`config.mk`:
```
export PLATFORM = sky130hd
export DESIGN_NAME = acc_normalizer
export DESIGN_NICKNAME = d
export VERILOG_FILES = /design/src/rtl/acc_normalizer.sv
export SDC_FILE = /design/constraint.sdc
export NUM_CORES = 1
export LEC_CHECK = 0
export CAP_MARGIN = 20
export CELL_PAD_IN_SITES_DETAIL_PLACEMENT = 0
export CELL_PAD_IN_SITES_GLOBAL_PLACEMENT = 1
export CORE_MARGIN = 2
export CORE_UTILIZATION = 37
export CTS_BUF_LIST = sky130_fd_sc_hd__clkbuf_8
export CTS_CLUSTER_DIAMETER = 100
export DETAILED_ROUTE_END_ITERATION = 8
export HOLD_SLACK_MARGIN = 0.03
export PLACE_DENSITY = 0.81
export SYNTH_ARGS = -nofsm -noshare
export SYNTH_HDL_FRONTEND = slang
export SYNTH_SLANG_ARGS = --single-unit
```
`constraint.sdc`:
```
create_clock -name clk -period 7.25 [get_ports clk]
set_input_delay 1.8125 -clock clk [delete_from_list [all_inputs] [get_ports clk]]
set_output_delay 1.8125 -clock clk [all_outputs]
set_load 0.02 [all_outputs]
```
`src/rtl/acc_normalizer.sv`:
```
module acc_normalizer #(
  parameter int W  = 24,
  parameter int XW = 16,
  parameter int NX = 8
) (
  input  logic                clk,
  input  logic                rst_n,
  input  logic                start,
  input  logic                wide,
  input  logic                right,
  input  logic [$clog2(NX)-1:0] xsel,
  input  logic                ovf,
  input  logic [W-1:0]        acc_in,
  input  logic [W-1:0]        aux_in,
  input  logic [NX*XW-1:0]    xr_in,
  output logic [W-1:0]        acc_out,
  output logic [W-1:0]        aux_out,
  output logic [NX*XW-1:0]    xr_out,
  output logic                done
);
  localparam int SW = $clog2(NX);
  localparam int CL = 2*W - 1;
  localparam int CW = $clog2(CL) + 1;
  localparam logic [CW-1:0] LIM_N = CW'(W-1);
  localparam logic [CW-1:0] LIM_W = CW'(2*W-2);

  function automatic logic [XW-1:0] oc_add(input logic [XW-1:0] a, input logic [XW-1:0] b);
    logic [XW:0] s;
    s = {1'b0, a} + {1'b0, b};
    return s[XW-1:0] + {{(XW-1){1'b0}}, s[XW]};
  endfunction

  logic          busy_q, wide_q, right_q, ovf_q, noop_q, done_q;
  logic [SW-1:0] sel_q;
  logic [CW-1:0] cnt_q;
  logic [W-1:0]  acc_q, aux_q;
  logic [XW-1:0] xr_q [NX];

  wire [CL-1:0]  comb    = {acc_q, aux_q[W-2:0]};
  wire [CL-1:0]  comb_l  = {comb[CL-2:0], 1'b0};
  wire [CL-1:0]  comb_r  = {comb[CL-1], comb[CL-1:1]};
  wire [CW-1:0]  lim     = wide_q ? LIM_W : LIM_N;
  wire           stop_l  = (acc_q[W-1] ^ acc_q[W-2]) || (cnt_q == lim);
  wire [XW-1:0]  xr_cur  = xr_q[sel_q];
  wire [XW-1:0]  xr_dec  = oc_add(xr_cur, ~XW'(cnt_q));
  wire [XW-1:0]  xr_inc  = oc_add(xr_cur, {{(XW-1){1'b0}}, 1'b1});
  wire           is_noop = (xsel >= SW'(NX-2));

  always_ff @(posedge clk) begin
    if (!rst_n) begin
      busy_q <= 1'b0; wide_q <= 1'b0; right_q <= 1'b0; ovf_q <= 1'b0;
      noop_q <= 1'b0; done_q <= 1'b0; sel_q <= '0; cnt_q <= '0;
      acc_q <= '0; aux_q <= '0;
      for (int i = 0; i < NX; i++) xr_q[i] <= '0;
    end else begin
      done_q <= 1'b0;
      if (!busy_q) begin
        if (start) begin
          busy_q  <= 1'b1;
          wide_q  <= wide;
          right_q <= right;
          ovf_q   <= ovf;
          noop_q  <= is_noop;
          sel_q   <= xsel;
          cnt_q   <= '0;
          acc_q   <= acc_in;
          aux_q   <= aux_in;
          for (int i = 0; i < NX; i++) xr_q[i] <= xr_in[i*XW +: XW];
        end
      end else if (noop_q) begin
        busy_q <= 1'b0;
        done_q <= 1'b1;
      end else if (right_q) begin
        if (ovf_q) begin
          xr_q[sel_q] <= xr_inc;
          if (wide_q) begin
            acc_q <= comb_r[CL-1:W-1];
            aux_q[W-2:0] <= comb_r[W-2:0];
          end else begin
            acc_q <= {acc_q[W-1], acc_q[W-1:1]};
          end
        end
        if (wide_q) aux_q[W-1] <= acc_q[W-1];
        busy_q <= 1'b0;
        done_q <= 1'b1;
      end else if (stop_l) begin
        xr_q[sel_q] <= xr_dec;
        if (wide_q) aux_q[W-1] <= acc_q[W-1];
        busy_q <= 1'b0;
        done_q <= 1'b1;
      end else begin
        cnt_q <= cnt_q + 1'b1;
        if (wide_q) begin
          acc_q <= comb_l[CL-1:W-1];
          aux_q[W-2:0] <= comb_l[W-2:0];
        end else begin
          acc_q <= {acc_q[W-2:0], 1'b0};
        end
      end
    end
  end

  assign acc_out = acc_q;
  assign aux_out = aux_q;
  assign done    = done_q;

  generate
    for (genvar g = 0; g < NX; g++) begin : g_xr
      assign xr_out[g*XW +: XW] = xr_q[g];
    end
  endgenerate
endmodule

```
==> flow_metrics.tcl, run 1 <==
set metrics [dict create \
    status "completed" \
    p_clk_share_pct 22.3 \
    yosys_warnings 0 \
    fin_ws_ns 1.16 \
    crit_required_ns 7.48 \
    synthCells 1204 \
    via_per_inst 5.81 \
    numPortBuffers 361 \
    post_cts_resized 0 \
    crit_end "xr_q[3][10]" \
    drcViolationCount 0 \
    hold_path_depth 2 \
    crit_fanout 13 \
    worstSetupPathType "reg2reg" \
    netlist_area_mm2 0.0118 \
    period_needed_ns 6.09 \
    finalWirelength_um 46000 \
    dp_slack_ns 1.27 \
    synth_edf_count 128 \
    grt_usage_pct 27.2 \
    dp_hpwl_um 34000 \
    cts_tree "yes" \
    drv_cap 0 \
    post_cts_buffers 0 \
    io_pins 362 \
    p_sw_uw 1240 \
    hold_ws_ns 0.521 \
    nets 1713 \
    first_iter_violations 1088 \
    drive_gt1_share_pct 8.40 \
    cp.arrival_ns 6.32 \
    ir_drop_uv 98.5 \
    rrSetupSlack_ns 1.16 \
    grt_overflow 0 \
    dp_cells 1892 \
    drtAntennaViolNets 0 \
    grt_pass1_vias 10900 \
    slew_violations 0 \
    grt_max_degree 99 \
    htreeDepth 4 \
    tightest_slew_ns 1.10 \
    dr.pass1.iters 5 \
    gp_congestion 0.932 \
    end_kind "flip-flop" \
    antenna_found_initial 3 \
    yosysMostFrequentCell "nand2_1" \
    r2r-end "xr_q[3][10]" \
    fillers 2888 \
    clockBufferDepth 2 \
    postCtsHoldBufs 0 \
    die_h_um 183 \
    powerDensity_mw_per_mm2 207 \
    numCtsBuffers 17 \
    seqPwrFrac_pct 42.2 \
    crit_path_start_kind "flip-flop" \
    path_clk_slew_ns 0.12 \
    cts.sinks 195 \
    reg2reg_depth 20 \
    fin_util_pct 51.3 \
    cts-root-buf "clkbuf_8" \
    p_leak_uw 0.00554 \
    rsz0062_at_grt "false" \
    synth_top_area_share_pct 32.5 \
    swShare_pct 37.1 \
    yosys-top-cells-area "edfxtp_1, dfxtp_1, mux4_2" \
    min-delay-start "ovf_q" \
    coreArea_mm2 0.0316 \
    synth.distinct_cells 81 \
    finalCritPeriodShare_pct 84.0 \
    fin_setup_tns_ns 0 \
    synth_nets 1405 \
    clkLatencyLatePin_ns 0.51 \
    hold_class "reg2reg" \
    areaGrowthSynthToFinish_pct 36.6 \
    ys.flop_type "edfxtp_1" \
    skew_ns 0.0363 \
    internal_power_uw 2100 \
    pwr-share-comb_pct 35.5 \
    syn_area_per_cell_um2 9.84 \
    grt_pass1_wl_um 68300 \
    num_vias 11200 \
    slew_headroom_pct 26.3 \
    initial_utilization_pct 37.5 \
    hold_viol_final 0 \
    netlist_top_cells_count "nand2_1, edfxtp_1, o21ai_0" \
    setup_violations 0 \
    fp.dieW_um 183 \
    yosys.area.top_type "edfxtp_1" \
    ys_seq_area_share_pct 43.8 \
    synth_seq_cells 195 \
    max_freq_mhz 164 \
    fin_cells 1929 \
    synthArstFlopShare_pct 0 \
    routedWlPerCell_um 23.8 \
    die_area_mm2 0.0335 \
    rows 65 \
]
worst max-delay path: stages (launching register included):
cell,delay (ns)
dfxtp_2,0.60
buf_4,0.30
mux4_2,0.54
mux2i_2,0.31
inv_2,0.11
ha_1,0.22
inv_1,0.07
fa_1,0.20
and3b_1,0.22
o211a_1,0.27
o21ai_1,0.42
nand4_1,0.21
ha_1,0.28
ha_1,0.22
nand2_1,0.06
or3_1,0.20
nand2b_1,0.19
nor4_1,0.08
or3_1,0.36
a31oi_1,0.69
o21ai_0,0.24
cell usage in the layout, fill, tap and decap left out, types with 8 or more instances in the layout:
| master | instances |
|---|---|
| buf_4 | 11 |
| edfxtp_1 | 128 |
| nor4_1 | 8 |
| dfxtp_1 | 63 |
| ha_1 | 15 |
| nor2_1 | 82 |
| o21ai_2 | 8 |
| nor2b_1 | 51 |
| and3_1 | 11 |
| o21ai_0 | 102 |
| or3_1 | 9 |
| mux2i_1 | 61 |
| a21oi_1 | 58 |
| o211ai_1 | 15 |
| nand4_1 | 17 |
| mux4_2 | 30 |
| and2_1 | 8 |
| a31oi_1 | 10 |
| a22o_1 | 14 |
| clkdlybuf4s50_1 | 360 |
| a211oi_1 | 47 |
| nor3_1 | 16 |
| or2_2 | 8 |
| nand2_1 | 136 |
| nand3_1 | 45 |
| clkbuf_8 | 17 |
| xnor2_1 | 25 |
| inv_1 | 18 |
| o31ai_1 | 20 |
| xor2_1 | 10 |
| a21o_1 | 8 |
flip-flops by register name, summed over array words and instances, names as in the netlist, named ones only:
name,count
acc_out,24
ovf_q,1
noop_q,1
aux_out,24
xr_q,128
cnt_q,7
busy_q,1
right_q,1
sel_q,3
done,1
wide_q,1
layout make-up:
type / count / area (um2) / area share [%]
multi-input cells: 904 / 6240 / 38.6
clock buffers: 17 / 234 / 1.45
flip-flops and latches: 195 / 5190 / 32.1
well taps: 402 / 503 / 3.11
repair buffers: 375 / 3770 / 23.3
diodes: 3 / 7.51 / 0.0464
clock inverters: 14 / 169 / 1.04
inverters: 19 / 71.3 / 0.441
worst min-delay path by stage:
stage            end
2_1_floorplan  ovf_q
3_3_place_gp   ovf_q
3_5_place_dp   ovf_q
4_1_cts        ovf_q
5_1_grt        ovf_q
6_report       ovf_q
power groups by stage:
| stage | Sequential, uW | Combinational [uW] | Clock [uW] |
|---|---|---|---|
| 3_3_place_gp | 1430 | 1170 | 0 |
| 4_1_cts | 1410 | 1180 | 751 |
| 5_1_grt | 1420 | 1270 | 786 |
| 3_5_place_dp | 1430 | 1170 | 0 |
| 6_report | 1410 | 1190 | 747 |
| 2_1_floorplan | 1500 | 585 | 0 |
metrics by stage:
step,total power [uW],instance area [um2]
2_1_floorplan,2080,11800
3_3_place_gp,2600,15700
3_5_place_dp,2600,15700
4_1_cts,3330,16100
5_1_grt,3480,16200
6_report,3340,16200
cell families (layout without fill, tap and decap cells):
group / Yosys count / count (layout) / share of synthesized area (%)
and+or+nand+nor: 419 / 419 / 17.3
AOI/OAI and AO/OA: 329 / 329 / 18.2
DFF: 195 / 195 / 43.8
buffers and inverters: 105 / 425 / 3.73
muxes: 104 / 104 / 12.5
xor gates and xnor gates: 36 / 36 / 2.73
adders and majority gates: 16 / 16 / 1.75
other: 0 / 3 / 0
metal layers:
metal	GRT usage [%]	up-vias	routed length, um
li1	-	5124	-
met1	35.4	5417	19000
met2	45.4	571	22000
met3	5.92	88	3780
met4	7.97	0	1220
met5	0	-	0
Power figures use the tool's default switching activity.
==> inputs of run 2 (changes only) <==
==> constraint.sdc (replaced) <==
create_clock -name clk -period 5.85 [get_ports clk]
set_input_delay 1.4625 -clock clk [delete_from_list [all_inputs] [get_ports clk]]
set_output_delay 1.4625 -clock clk [all_outputs]
set_load 0.02 [all_outputs]
==> run 2 against run 1 <==
Against the previous run: sequential share of layout area down 0.13 points; sequential power grew 23%; critical path type unchanged; combinational power up 28%; flip-flop and latch count unchanged; non-clock buffer count is 13 higher; cell count grew 0.88%; global-route usage increased by 0.72 points; setup slack got worse by 0.82 ns; die area is the same; fmax grew 10%; clock-buffer cell count unchanged; first-iteration DRC count fell by 8.4%.
==> flow_metrics.tcl, run 2 (synthesized netlist as in run 1, its figures left out) <==
set metrics [dict create \
    cp.arrival_ns 5.83 \
    skew_ns 0.0259 \
    drive_gt1_share_pct 9.23 \
    fillers 2882 \
    grt_pass1_wl_um 69700 \
    coreArea_mm2 0.0316 \
    rsz0062_at_grt "false" \
    path_clk_slew_ns 0.11 \
    cts-root-buf "clkbuf_8" \
    clkLatencyLatePin_ns 0.50 \
    internal_power_uw 2580 \
    end_kind "flip-flop" \
    fin_setup_tns_ns 0 \
    fp.dieW_um 183 \
    initial_utilization_pct 37.5 \
    grt_usage_pct 27.9 \
    use_met1_pct 36.6 \
    hold_viol_final 0 \
    cpPeakStageDelay_ns 0.52 \
    seqCellArea_mm2 0.00519 \
    first_iter_violations 997 \
    antenna_found_initial 5 \
    slew_violations 0 \
    gr-usage-met3_pct 6.61 \
    gp_congestion 0.927 \
    slew_headroom_pct 23.5 \
    numPortBuffers 361 \
    grt_overflow 0 \
    nets 1726 \
    cts.sinks 195 \
    drcViolationCount 0 \
    die_area_mm2 0.0335 \
    rrSetupSlack_ns 0.33 \
    cp_common_cell "ha_1" \
    pwr-share-comb_pct 36.8 \
    finalWirelength_um 47200 \
    met2_usage_pct 44.7 \
    areaGrowthSynthToFinish_pct 37.2 \
    swShare_pct 37.8 \
    p_leak_uw 0.00559 \
    grt_pass1_vias 11000 \
    dr.pass1.iters 5 \
    grt.busiest_layer "met2" \
    fin_util_pct 51.5 \
    io_pins 362 \
    via_per_inst 5.86 \
    ir_drop_uv 125 \
    multiInputGateArea_mm2 0.00624 \
    hold_class "reg2reg" \
    setup_violations 0 \
    crit_chain "buf_6 > mux4_2 > mux2_2 > ha_1 > and3b_1 > o211a_1 > o21ai_1 > nand4_1 > ha_1 > ha_1 > nand2_1 > or3_1 > or4_1 > a2111oi_1 > mux2i_1 > nand3_2 > o21ai_0" \
    worstSetupPathType "reg2reg" \
    powerDensity_mw_per_mm2 255 \
    max_freq_mhz 181 \
    drv_cap 0 \
    dp_hpwl_um 34800 \
    tightest_slew_ns 1.14 \
    grt_max_degree 98 \
    cts_tree "yes" \
    status "completed" \
    crit_fanout 13 \
    rows 65 \
    clockBufferDepth 2 \
    htreeDepth 4 \
    period_needed_ns 5.52 \
    seqPwrFrac_pct 41.7 \
    crit_path_start_kind "flip-flop" \
    final_cell_mix "clkdlybuf4s50_1, nand2_1, edfxtp_1, o21ai_0, nor2_1" \
    final_common_cell "clkdlybuf4s50_1" \
    num_vias 11400 \
    finalCritPeriodShare_pct 94.3 \
    routedWlPerCell_um 24.3 \
    p_sw_uw 1570 \
    slowest_stage "mux4_2" \
    crit_required_ns 6.16 \
    largest_register "xr_q" \
    drtAntennaViolNets 0 \
    p_clk_share_pct 21.6 \
    postCtsHoldBufs 0 \
    die_h_um 183 \
    largest_register_ffs 128 \
    numCtsBuffers 17 \
]
run 2: changes by cell type in the layout (fill, tap and decap cells not counted), sizes merged:
cell      previous run  this run
buf                 15        28
bufinv               1         0
clkinvlp             0         1
diode                3         6
inv                 26        27
run 2: what timing repair did:
| action | CTS | global route |
|---|---|---|
| setup buffers | 0 | 1 |
| resized for setup | 0 | 3 |
| endpoints found under the hold margin | 0 | 0 |
| setup endpoints to repair | 0 | 24 |
run 2: area by class of cell:
cell class,count,share of cell area [%]
diodes,6,0.0924
clock buffers,17,1.44
clock inverters,15,0.893
inverters,19,0.439
multi-input cells,904,38.4
flip-flops and latches,195,32.0
well taps,402,3.10
repair buffers,388,23.7
run 2: power groups by stage:
| stage | Clock [uW] | Sequential [uW] | Combinational [uW] |
|---|---|---|---|
| finish | 893 | 1730 | 1520 |
| floorplan | 0 | 1850 | 726 |
| global placement | 0 | 1750 | 1500 |
| CTS | 901 | 1720 | 1510 |
| detailed placement | 0 | 1750 | 1510 |
| global route | 947 | 1740 | 1630 |
run 2: critical path: cells and delay by family (launching register included):
family                   cells  cell delay, ns
multiplexers                 3            1.22
buffers and inverters        1            0.22
AND/OR/NAND/NOR              6            1.65
adder cells (fa/ha/maj)      3            0.80
flip-flops                   1            0.40
AO/OA/AOI/OAI                4            1.05
run 2: final timing paths:
kind	from	end	cells past startpoint
setup / recovery	flip-flop	xr_q[3][14]	17
hold reg to reg	ovf_q	ovf_q	2
setup reg to reg	flip-flop	xr_q[3][14]	17
hold / removal	ovf_q	ovf_q	2
run 2: routing by layer:
metal | up-vias | share of wire, %
li1 | 5163 | -
met1 | 5547 | 41
met2 | 610 | 47
met3 | 76 | 8.8
met4 | 0 | 3.0
met5 | - | 0
run 2: through the flow:
| step | cell area [um2] | total power, uW | std cells | hold slack (ns) | setup WS (ns) |
|---|---|---|---|---|---|
| after detailed placement | 15800 | 3260 | 1907 | 0.497 | 0.291 |
| after global routing | 16200 | 4310 | 1945 | 0.535 | 0.0123 |
| after floorplan | 11800 | 2580 | 1204 | 0.466 | 0.824 |
| final | 16300 | 4140 | 1946 | 0.516 | 0.334 |
| after global placement | 15800 | 3250 | 1906 | 0.486 | 0.438 |
| after CTS | 16200 | 4140 | 1939 | 0.515 | 0.203 |
==> inputs of run 3 (changes only) <==
--- a/config.mk
+++ b/config.mk
@@ -8,6 +8,7 @@
 export CAP_MARGIN = 20
 export CELL_PAD_IN_SITES_DETAIL_PLACEMENT = 0
 export CELL_PAD_IN_SITES_GLOBAL_PLACEMENT = 1
+export CORE_ASPECT_RATIO = 0.5
 export CORE_MARGIN = 2
 export CORE_UTILIZATION = 37
 export CTS_BUF_LIST = sky130_fd_sc_hd__clkbuf_8
==> run 3 against run 2 <==
Against the previous run: fmax is 0.34% higher; critical path depth stayed put; clock power is 4.9% higher; worst hold slack gained 0.012 ns; clock-buffer cell count rose by 1; highest routed layer unchanged; register-to-register slack gained 0.02 ns.
==> flow_metrics.tcl, run 3 (synthesized netlist as in run 1, its figures left out) <==
set metrics [dict create \
    status "completed" \
    fin_setup_tns_ns 0 \
    fin_util_pct 51.6 \
    final_cell_mix "clkdlybuf4s50_1, nand2_1, edfxtp_1, o21ai_0, nor2_1" \
    fillers 2871 \
    p_leak_uw 0.00561 \
    crit_fanout 16 \
    crit_required_ns 6.21 \
    nets 1730 \
    postCtsHoldBufs 0 \
    cts_tree "yes" \
    io_pins 362 \
    gp_congestion 0.973 \
    grt_usage_pct 27.6 \
    slew_headroom_pct 26.5 \
    max_freq_mhz 182 \
    coreArea_mm2 0.0316 \
    htreeDepth 4 \
    cts-root-buf "clkbuf_8" \
    initial_utilization_pct 37.5 \
    dp_cells 1940 \
    skew_ns 0.0190 \
    finalWirelength_um 47500 \
    end_kind "flip-flop" \
    grt_max_degree 98 \
    multiInputGateArea_mm2 0.00624 \
    clkLatencyLatePin_ns 0.52 \
    drv_cap 0 \
    clockBufferDepth 2 \
    drive_gt1_share_pct 9.53 \
    ir_drop_uv 188 \
    worstSetupPathType "reg2reg" \
    period_needed_ns 5.50 \
    die_area_mm2 0.0335 \
    path_clk_slew_ns 0.11 \
    setup_violations 0 \
    dp_slack_ns 0.388 \
    cp.arrival_ns 5.86 \
    rows 46 \
    finalCritPeriodShare_pct 94.0 \
    fin_cells 1978 \
    fin_ws_ns 0.353 \
    hold_class "reg2reg" \
    grt_overflow 0 \
    num_vias 11400 \
    largest_register "xr_q" \
    numPortBuffers 361 \
    drcViolationCount 0 \
    grt_pass1_vias 10900 \
    seqCellArea_mm2 0.00519 \
    via_per_inst 5.75 \
    dr.pass1.iters 6 \
    tightest_slew_ns 1.10 \
    final_common_cell "clkdlybuf4s50_1" \
    dp_hpwl_um 35000 \
    numCtsBuffers 17 \
    fp.dieW_um 257 \
    areaGrowthSynthToFinish_pct 37.7 \
    post_cts_buffers 0 \
    grt_pass1_wl_um 69400 \
    first_iter_violations 1191 \
    die_h_um 131 \
    routedWlPerCell_um 24.0 \
    antenna_found_initial 4 \
    rsz0062_at_grt "false" \
    largest_register_ffs 128 \
    cts.sinks 195 \
    post_cts_resized 0 \
    crit_path_start_kind "flip-flop" \
    drtAntennaViolNets 0 \
    hold_viol_final 0 \
    slew_violations 0 \
    powerDensity_mw_per_mm2 256 \
]
run 3: final timing paths:
kind / start / endpoint / slack (ns) / depth (start not counted)
max: flip-flop / xr_q[3][14] / 0.35 / 17
min: ovf_q / ovf_q / 0.53 / 2
max reg2reg: flip-flop / xr_q[3][14] / 0.35 / 17
min reg2reg: ovf_q / ovf_q / 0.53 / 2
run 3: metal layers:
metal | share of wire (%) | wire length [um] | global-route usage (%) | up-vias
li1 | - | - | - | 5167
met1 | 43 | 20400 | 36.8 | 5671
met2 | 48 | 23000 | 46.6 | 469
met3 | 6.2 | 2960 | 4.88 | 66
met4 | 2.3 | 1100 | 8.17 | 0
met5 | 0 | 0 | 0 | -
run 3: worst max-delay path: stages (launching register included):
cell and delay [ns]:
dfxtp_1 0.62, buf_4 0.39, mux4_2 0.27, mux2i_2 0.11
fa_1 0.46, and3b_1 0.29, o211a_1 0.26, o21ai_1 0.10
nand4_1 0.14, ha_1 0.19, ha_1 0.22, nand2_1 0.06
or3_1 0.47, or4_1 0.52, a2111oi_0 0.51, mux2i_1 0.32
nand3_2 0.19, o21ai_0 0.21
run 3: final cells by class:
type                            count  area share [%]
Clock buffer                       18            1.52
Tap cell                          432            3.31
Timing Repair Buffer              392            23.7
Sequential cell                   195            31.8
Inverter                           19           0.437
Multi-Input combinational cell    904            38.3
Clock inverter                     14           0.882
Antenna cell                        4          0.0614
run 3: through the flow:
stage,hold slack (ns),area [um2],total power (uW)
2_1_floorplan,0.466,11800,2580
3_3_place_gp,0.487,15900,3240
3_5_place_dp,0.502,15900,3250
4_1_cts,0.523,16300,4170
5_1_grt,0.571,16300,4350
6_report,0.528,16300,4180
run 3: power by group:
| group | switching (uW) | internal, uW |
|---|---|---|
| clock network | 574 | 363 |
| logic | 864 | 654 |
| registers | 117 | 1610 |
